`src/rtl/cfpt_pkg.sv`:
```
package cfpt_pkg;
  typedef enum logic [1:0] {
    MODE_FREE   = 2'd0,
    MODE_AUTO   = 2'd1,
    MODE_MANUAL = 2'd2,
    MODE_RSVD   = 2'd3
  } mode_e;

  // control word, bit 0 at the bottom
  typedef struct packed {
    logic [2:0] div_sel;
    logic       out_en;
    logic       start_high;
    mode_e      mode;
    logic       run;
  } ctrl_t;

  localparam int ADDR_W = 3;
  localparam logic [ADDR_W-1:0] A_CTRL = 3'd0;
  localparam logic [ADDR_W-1:0] A_MAX  = 3'd1;
  localparam logic [ADDR_W-1:0] A_CMP  = 3'd2;
  localparam logic [ADDR_W-1:0] A_PUSH = 3'd3;
  localparam logic [ADDR_W-1:0] A_CMD  = 3'd4;
endpackage

```
`src/rtl/cfpt_prescaler.sv`:
```
module cfpt_prescaler #(
  parameter int DIV_W = 6
) (
  input  logic       clk,
  input  logic       rst,
  input  logic       clr,
  input  logic       tick,
  input  logic [2:0] sel,
  output logic       step
);
  logic [DIV_W-1:0] pcnt;
  logic [DIV_W-1:0] lim;

  always_comb begin
    case (sel)
      3'd4:    lim = DIV_W'(1);
      3'd5:    lim = DIV_W'(3);
      3'd6:    lim = DIV_W'(7);
      3'd7:    lim = DIV_W'(39);
      default: lim = '0;
    endcase
  end

  assign step = tick && (pcnt >= lim);

  always_ff @(posedge clk) begin
    if (rst || clr)      pcnt <= '0;
    else if (tick)       pcnt <= (pcnt >= lim) ? '0 : pcnt + 1'b1;
  end
endmodule

```
`src/rtl/cfpt_cmp_fifo.sv`:
```
module cfpt_cmp_fifo #(
  parameter int W     = 32,
  parameter int DEPTH = 4
) (
  input  logic         clk,
  input  logic         rst,
  input  logic         flush,
  input  logic         push,
  input  logic [W-1:0] wdata,
  input  logic         pop,
  output logic [W-1:0] rdata,
  output logic         full,
  output logic         empty
);
  localparam int AW = (DEPTH > 1) ? $clog2(DEPTH) : 1;
  localparam int CW = $clog2(DEPTH + 1);
  localparam bit POW2 = ((1 << AW) == DEPTH);

  logic [W-1:0]  mem [DEPTH];
  logic [AW-1:0] wp, rp, wp_inc, rp_inc;
  logic [CW-1:0] level;
  logic          push_ok, pop_ok;

  assign full    = (level == CW'(DEPTH));
  assign empty   = (level == '0);
  assign push_ok = push && !full;
  assign pop_ok  = pop && !empty;
  assign rdata   = mem[rp];

  generate
    if (POW2) begin : g_nat_wrap
      assign wp_inc = wp + 1'b1;
      assign rp_inc = rp + 1'b1;
    end else begin : g_cmp_wrap
      assign wp_inc = (wp == AW'(DEPTH-1)) ? '0 : wp + 1'b1;
      assign rp_inc = (rp == AW'(DEPTH-1)) ? '0 : rp + 1'b1;
    end
  endgenerate

  always_ff @(posedge clk) begin
    if (push_ok) mem[wp] <= wdata;
  end

  always_ff @(posedge clk) begin
    if (rst || flush) begin
      wp    <= '0;
      rp    <= '0;
      level <= '0;
    end else begin
      if (push_ok) wp <= wp_inc;
      if (pop_ok)  rp <= rp_inc;
      if (push_ok && !pop_ok)      level <= level + 1'b1;
      else if (pop_ok && !push_ok) level <= level - 1'b1;
    end
  end
endmodule

```
`src/rtl/cfpt_wave.sv`:
```
module cfpt_wave
  import cfpt_pkg::*;
#(
  parameter int W = 32
) (
  input  logic         clk,
  input  logic         rst,
  input  logic         run,
  input  logic         step,
  input  mode_e        mode,
  input  logic         start_high,
  input  logic         out_en,
  input  logic [W-1:0] max_cnt,
  input  logic [W-1:0] man_cmp,
  input  logic [W-1:0] fifo_rdata,
  input  logic         fifo_empty,
  output logic         wrap_now,
  output logic         fifo_pop,
  output logic [W-1:0] cnt,
  output logic         pwm_out,
  output logic         pwm_active
);
  logic [W-1:0] act_cmp, cnt_nxt, cmp_nxt;
  logic         is_auto, is_man, on_nxt, lvl_nxt;

  assign is_auto  = (mode == MODE_AUTO);
  assign is_man   = (mode == MODE_MANUAL);
  assign wrap_now = run && step && (cnt >= max_cnt);
  assign fifo_pop = wrap_now && is_auto;

  always_comb begin
    if (!run)          cnt_nxt = '0;
    else if (wrap_now) cnt_nxt = '0;
    else if (step)     cnt_nxt = cnt + 1'b1;
    else               cnt_nxt = cnt;

    if (is_man)                     cmp_nxt = man_cmp;
    else if (fifo_pop && !fifo_empty) cmp_nxt = fifo_rdata;
    else                            cmp_nxt = act_cmp;

    on_nxt  = run && out_en && (is_auto || is_man);
    lvl_nxt = (cnt_nxt < cmp_nxt) ? start_high : !start_high;
  end

  always_ff @(posedge clk) begin
    if (rst) begin
      cnt        <= '0;
      act_cmp    <= '0;
      pwm_out    <= 1'b0;
      pwm_active <= 1'b0;
    end else begin
      cnt        <= cnt_nxt;
      act_cmp    <= cmp_nxt;
      pwm_out    <= on_nxt && lvl_nxt;
      pwm_active <= on_nxt;
    end
  end
endmodule

```
`src/rtl/cfpt_timer.sv`:
```
module cfpt_timer
  import cfpt_pkg::*;
#(
  parameter int W      = 32,
  parameter int DEPTH  = 4,
  parameter int DIV_W  = 6
) (
  input  logic              clk,
  input  logic              rst,
  input  logic              wr_en,
  input  logic [ADDR_W-1:0] wr_addr,
  input  logic [W-1:0]      wr_data,
  input  logic              tick_in,
  output logic [W-1:0]      cur_count,
  output logic              pwm_out,
  output logic              pwm_active,
  output logic              irq,
  output logic              fifo_full,
  output logic              fifo_empty
);
  ctrl_t        ctrl_q;
  logic [W-1:0] max_q, cmp_q, fifo_rdata;
  logic         step, wrap_now, fifo_pop;
  logic         wr_ctrl, wr_max, wr_cmp, wr_push, wr_cmd;
  logic         cmd_flush, cmd_clr;

  assign wr_ctrl   = wr_en && (wr_addr == A_CTRL);
  assign wr_max    = wr_en && (wr_addr == A_MAX);
  assign wr_cmp    = wr_en && (wr_addr == A_CMP);
  assign wr_push   = wr_en && (wr_addr == A_PUSH);
  assign wr_cmd    = wr_en && (wr_addr == A_CMD);
  assign cmd_flush = wr_cmd && wr_data[0];
  assign cmd_clr   = wr_cmd && wr_data[1];

  always_ff @(posedge clk) begin
    if (rst) begin
      ctrl_q <= '0;
      max_q  <= {{(W-1){1'b1}}, 1'b0};
      cmp_q  <= '0;
      irq    <= 1'b0;
    end else begin
      if (wr_ctrl) ctrl_q <= ctrl_t'(wr_data[$bits(ctrl_t)-1:0]);
      if (wr_max)  max_q  <= {wr_data[W-1:1], 1'b0};
      if (wr_cmp)  cmp_q  <= wr_data;
      if (wrap_now)     irq <= 1'b1;
      else if (cmd_clr) irq <= 1'b0;
    end
  end

  cfpt_prescaler #(.DIV_W(DIV_W)) u_pre (
    .clk  (clk),
    .rst  (rst),
    .clr  (!ctrl_q.run),
    .tick (tick_in),
    .sel  (ctrl_q.div_sel),
    .step (step)
  );

  cfpt_cmp_fifo #(.W(W), .DEPTH(DEPTH)) u_fifo (
    .clk   (clk),
    .rst   (rst),
    .flush (cmd_flush),
    .push  (wr_push),
    .wdata (wr_data),
    .pop   (fifo_pop),
    .rdata (fifo_rdata),
    .full  (fifo_full),
    .empty (fifo_empty)
  );

  cfpt_wave #(.W(W)) u_wave (
    .clk        (clk),
    .rst        (rst),
    .run        (ctrl_q.run),
    .step       (step),
    .mode       (ctrl_q.mode),
    .start_high (ctrl_q.start_high),
    .out_en     (ctrl_q.out_en),
    .max_cnt    (max_q),
    .man_cmp    (cmp_q),
    .fifo_rdata (fifo_rdata),
    .fifo_empty (fifo_empty),
    .wrap_now   (wrap_now),
    .fifo_pop   (fifo_pop),
    .cnt        (cur_count),
    .pwm_out    (pwm_out),
    .pwm_active (pwm_active)
  );
endmodule

```
`config.mk`:
```
export PLATFORM = sky130hd
export DESIGN_NAME = cfpt_timer
export DESIGN_NICKNAME = d
export VERILOG_FILES = /design/src/rtl/cfpt_pkg.sv /design/src/rtl/cfpt_prescaler.sv /design/src/rtl/cfpt_cmp_fifo.sv /design/src/rtl/cfpt_wave.sv /design/src/rtl/cfpt_timer.sv
export SDC_FILE = /design/constraint.sdc
export NUM_CORES = 1
export LEC_CHECK = 0
export ABC_CLOCK_PERIOD_IN_PS = 5900
export CORE_ASPECT_RATIO = 0.8
export CORE_UTILIZATION = 40
export CTS_BUF_LIST = sky130_fd_sc_hd__clkbuf_4 sky130_fd_sc_hd__clkbuf_8
export DETAILED_ROUTE_END_ITERATION = 10
export HOLD_SLACK_MARGIN = 0.1
export PLACE_DENSITY = 0.61
export SLEW_MARGIN = 20
export SYNTH_ARGS = -nofsm -noshare
export SYNTH_HDL_FRONTEND = slang
export SYNTH_HIERARCHICAL = 1
export SYNTH_SLANG_ARGS = --single-unit
```
`constraint.sdc`:
```
create_clock -name clk -period 5.9 [get_ports clk]
set_clock_uncertainty 0.15 [all_clocks]
set_input_delay 1.475 -clock clk [delete_from_list [all_inputs] [get_ports clk]]
set_output_delay 1.475 -clock clk [all_outputs]
set_load 0.1 [all_outputs]
```
==> metrics.txt <==
run status finished, final reports clean; relative slew slack 24.4%; pwr dens 260 nW/um^2; CTS Sinks 281; yosys warns 6; dominant cell type by area after synthesis edfxtp_1; share of post-route cells with drive strength above 1 14.7%; I/O pins 76; Diodes inserted 0; Setup CP Type primary input to flip-flop; Worst Hold Launch cmp_q[3]; Initial Utilization 41.2%; dpl hpwl 21600 um; CTS buffer count 46; worst reg2reg startpoint u_wave/cnt[15]; Top delay family on crit path simple AND/OR/NAND/NOR gates; fin crit share 93.5%; First DRT Iteration DRCs 510; Total Power 4050 uW; routed vias 8795; RSZ-0062 raised after global routing false; worst path buffer plus inverter count 2; Final Worst Setup Slack 383 ps; Max Clock Freq 0.181 GHz; Max FO, Critical Path 4; Area contributors post-synth edfxtp_1 29%, dfxtp_1 23%, mux2i_1 8.1%, ha_1 7.3%, nor2_1 5.5%; Mapped Nets 1265; Die Y 164 um; most used cell, CP nand2_1; final period demand of the worst path 5520 ps; number of port buffers 75; Net count, final 1381; maxcap violations 0; via/cell ratio 5.10; vias in the first global route 8794; Final Wtd Congestion 0.881; largest net degree at the start of global routing 88; Post-synth EDFFs 128; Post-CTS Setup Bufs 0; worst endpoint required time 6220 ps; sw frac 22.0%; Root Buffer Master clkbuf_8; R2R Setup Slk 550 ps; Die Width 204 um; Synth Flop Type dfxtp_1; Slowest cell on crit path or4_1; Final Util 48.9%; DRC viols 0; Async SR Flop Fraction 0%; Area Growth Syn to Fin 18.7%; Post-Route WL 31800 um; top cell type's share of synthesized area 29.4%; Hold EP cmp_q[3]; ANT nets after route 0; Die Area 33400 sq um; gr usage total 19.5%; post-synthesis sequential area ratio 52.8%; drt first pass iters 5; Seq pwr share 50.9%; Place WS -261 ps; hold buffer count at CTS 0; Core ar. 31800 sq um; initial antenna violation count 0; Final Cell Area 15500 sq um; Hold WC Path Type flip-flop to flip-flop; internal power 3160 uW; first-pass GRT wire length 49700 um; Worst-Skew Late Latency 590 ps; post-CTS sizing 0; Post-Syn Area 13100 sq um; Critical Path AT 5830 ps; Hold Path Cell Cnt 2; H-Tree Level Count 2; RR Endpoint u_wave/pwm_out; Max rail drop VDD 163 uV; CP max stage delay 550 ps; worst r2r path cells 18; WL/cell 18.5 um; Final Setup Violations 0; worst-case clock buffer depth 3; Gate power share 4.0%; syn avg cell area 11.4 sq um; Syn Inst Count 1149; Fill cells 2891; clock share of power 45.1%; CTS clk-pin slew, worst paths 70 ps; total grt overflow 0; final-report hold violation count 0; switching pwr 890 uW; Final Max Tran Viols 0; Leakage Power 0.00619 uW; CP Cell Sequence clkdlybuf4s50_1 -> nand4_1 -> o21ai_0 -> buf_4 -> and3_1 -> and3_1 -> nand3_1 -> nor3_1 -> and2_1 -> nand2_1 -> xor2_1 -> nor2_1 -> ha_1 -> nand2_1 -> nor4_2 -> nand2_1 -> or4_1 -> a311oi_1 -> o21ai_0 -> and3b_1; row cnt 58; FF+latch count, synth 281; Slew @ Worst Pin 1130 ps; Cell variety after synth 57; Crit. End Element flip-flop; area of placed instances 14500 sq um; startpoint types primary input; CTS tree built
[how the worst max path moves through the flow]
stage	from	endpoint	depth (start not counted)
after floorplan	tick_in	u_wave/pwm_out	20
after global placement	tick_in	u_wave/pwm_out	20
after detailed placement	tick_in	u_wave/pwm_out	20
after CTS	tick_in	u_wave/pwm_out	20
after global routing	tick_in	u_wave/pwm_out	20
final	tick_in	u_wave/pwm_out	20
[routing by layer]
layer / track usage (%) / share of wire (%) / up-vias
met2: 31.3 / 45 / 180
met5: 0 / 0 / -
li1: - / - / 4306
met4: 5.70 / 2.1 / 0
met3: 3.59 / 4.3 / 47
met1: 26.9 / 48 / 4262
[area by class of cell]
class	instances	area (sq um)	area share (%)
sequential	281	6910	44.5
multi-input combinational	767	5730	36.9
timing repair buffer	127	1200	7.75
clock buffer	71	877	5.65
tap	420	526	3.38
inverter	42	158	1.01
clock inverter	15	131	0.846
[metrics by stage]
step                setup TNS, ps  std cells  hold WS, ps
global route                    0       1723          342
finish                          0       1723          324
global placement             -101       1637          309
detailed placement           -261       1637          311
CTS                             0       1723          327
floorplan                       0       1149          281
[cell families after synthesis]
| kind of cell | synth area share [%] |
|---|---|
| flip-flops | 52.8 |
| AND/OR/NAND/NOR | 15.2 |
| XOR/XNOR | 2.68 |
| AO/OA/AOI/OAI | 4.80 |
| adder cells (fa/ha/maj) | 7.42 |
| multiplexers | 13.6 |
| other | 0.0287 |
| buffers and inverters | 3.50 |
[power groups by stage]
stage	clock network, uW	registers (uW)	logic [uW]
4_1_cts	1880	2060	162
3_3_place_gp	0	2100	159
6_report	1830	2060	160
3_5_place_dp	0	2100	162
5_1_grt	1960	2060	176
2_1_floorplan	0	2100	91.7
[cell usage in the layout (no fill, tap or decap), types with 11 or more instances in the layout]
cell type,instances
clkbuf_4,16
nand2_1,40
nor2_1,193
nor3_1,38
clkbuf_8,55
ha_1,75
edfxtp_1,128
clkdlybuf4s50_1,74
xnor2_1,11
o21ai_0,14
mux4_2,32
nand4_1,21
xor2_1,29
inv_1,42
a21oi_1,56
mux2i_1,106
nand2b_1,76
buf_4,47
dfxtp_1,152
[synth_stat cells (5+ instances only)]
master,instances
a21o_1,8
a21oi_1,56
and3_1,7
and3_2,5
buf_2,15
buf_4,6
buf_6,5
clkbuf_1,30
dfxtp_1,153
edfxtp_1,128
ha_1,76
inv_1,42
mux2i_1,106
mux4_2,32
nand2_1,41
nand2b_1,76
nand3_1,10
nand4_1,21
nor2_1,193
nor3_1,38
o21ai_0,14
xnor2_1,11
xor2_1,29
[state kept, by name, summed over array words and instances (netlist names), 3 cells and up, named ones only]
| register | count |
|---|---|
| u_wave/act_cmp | 32 |
| u_wave/cnt | 32 |
| u_pre/pcnt | 6 |
| cmp_q | 32 |
| max_q | 31 |
| u_fifo/level | 3 |
| u_fifo/mem | 128 |
| ctrl_q | 8 |
[worst reg2reg max path, cell delays in order, from the launching register on]
cell       delay (ps)
dfxtp_1           370
ha_1              340
nand4_1           160
or4_1             560
o32a_1            360
a2111oi_4         450
o211ai_4          310
mux2i_1           210
nor2_1            110
a21oi_1            50
buf_4             200
ha_1              300
nand2_1            90
nor4_2            340
nand2_1           130
or4_1             550
a311oi_1          260
o21ai_0           110
and3b_1           170
Note: power is estimated with default switching activity, not from simulation.
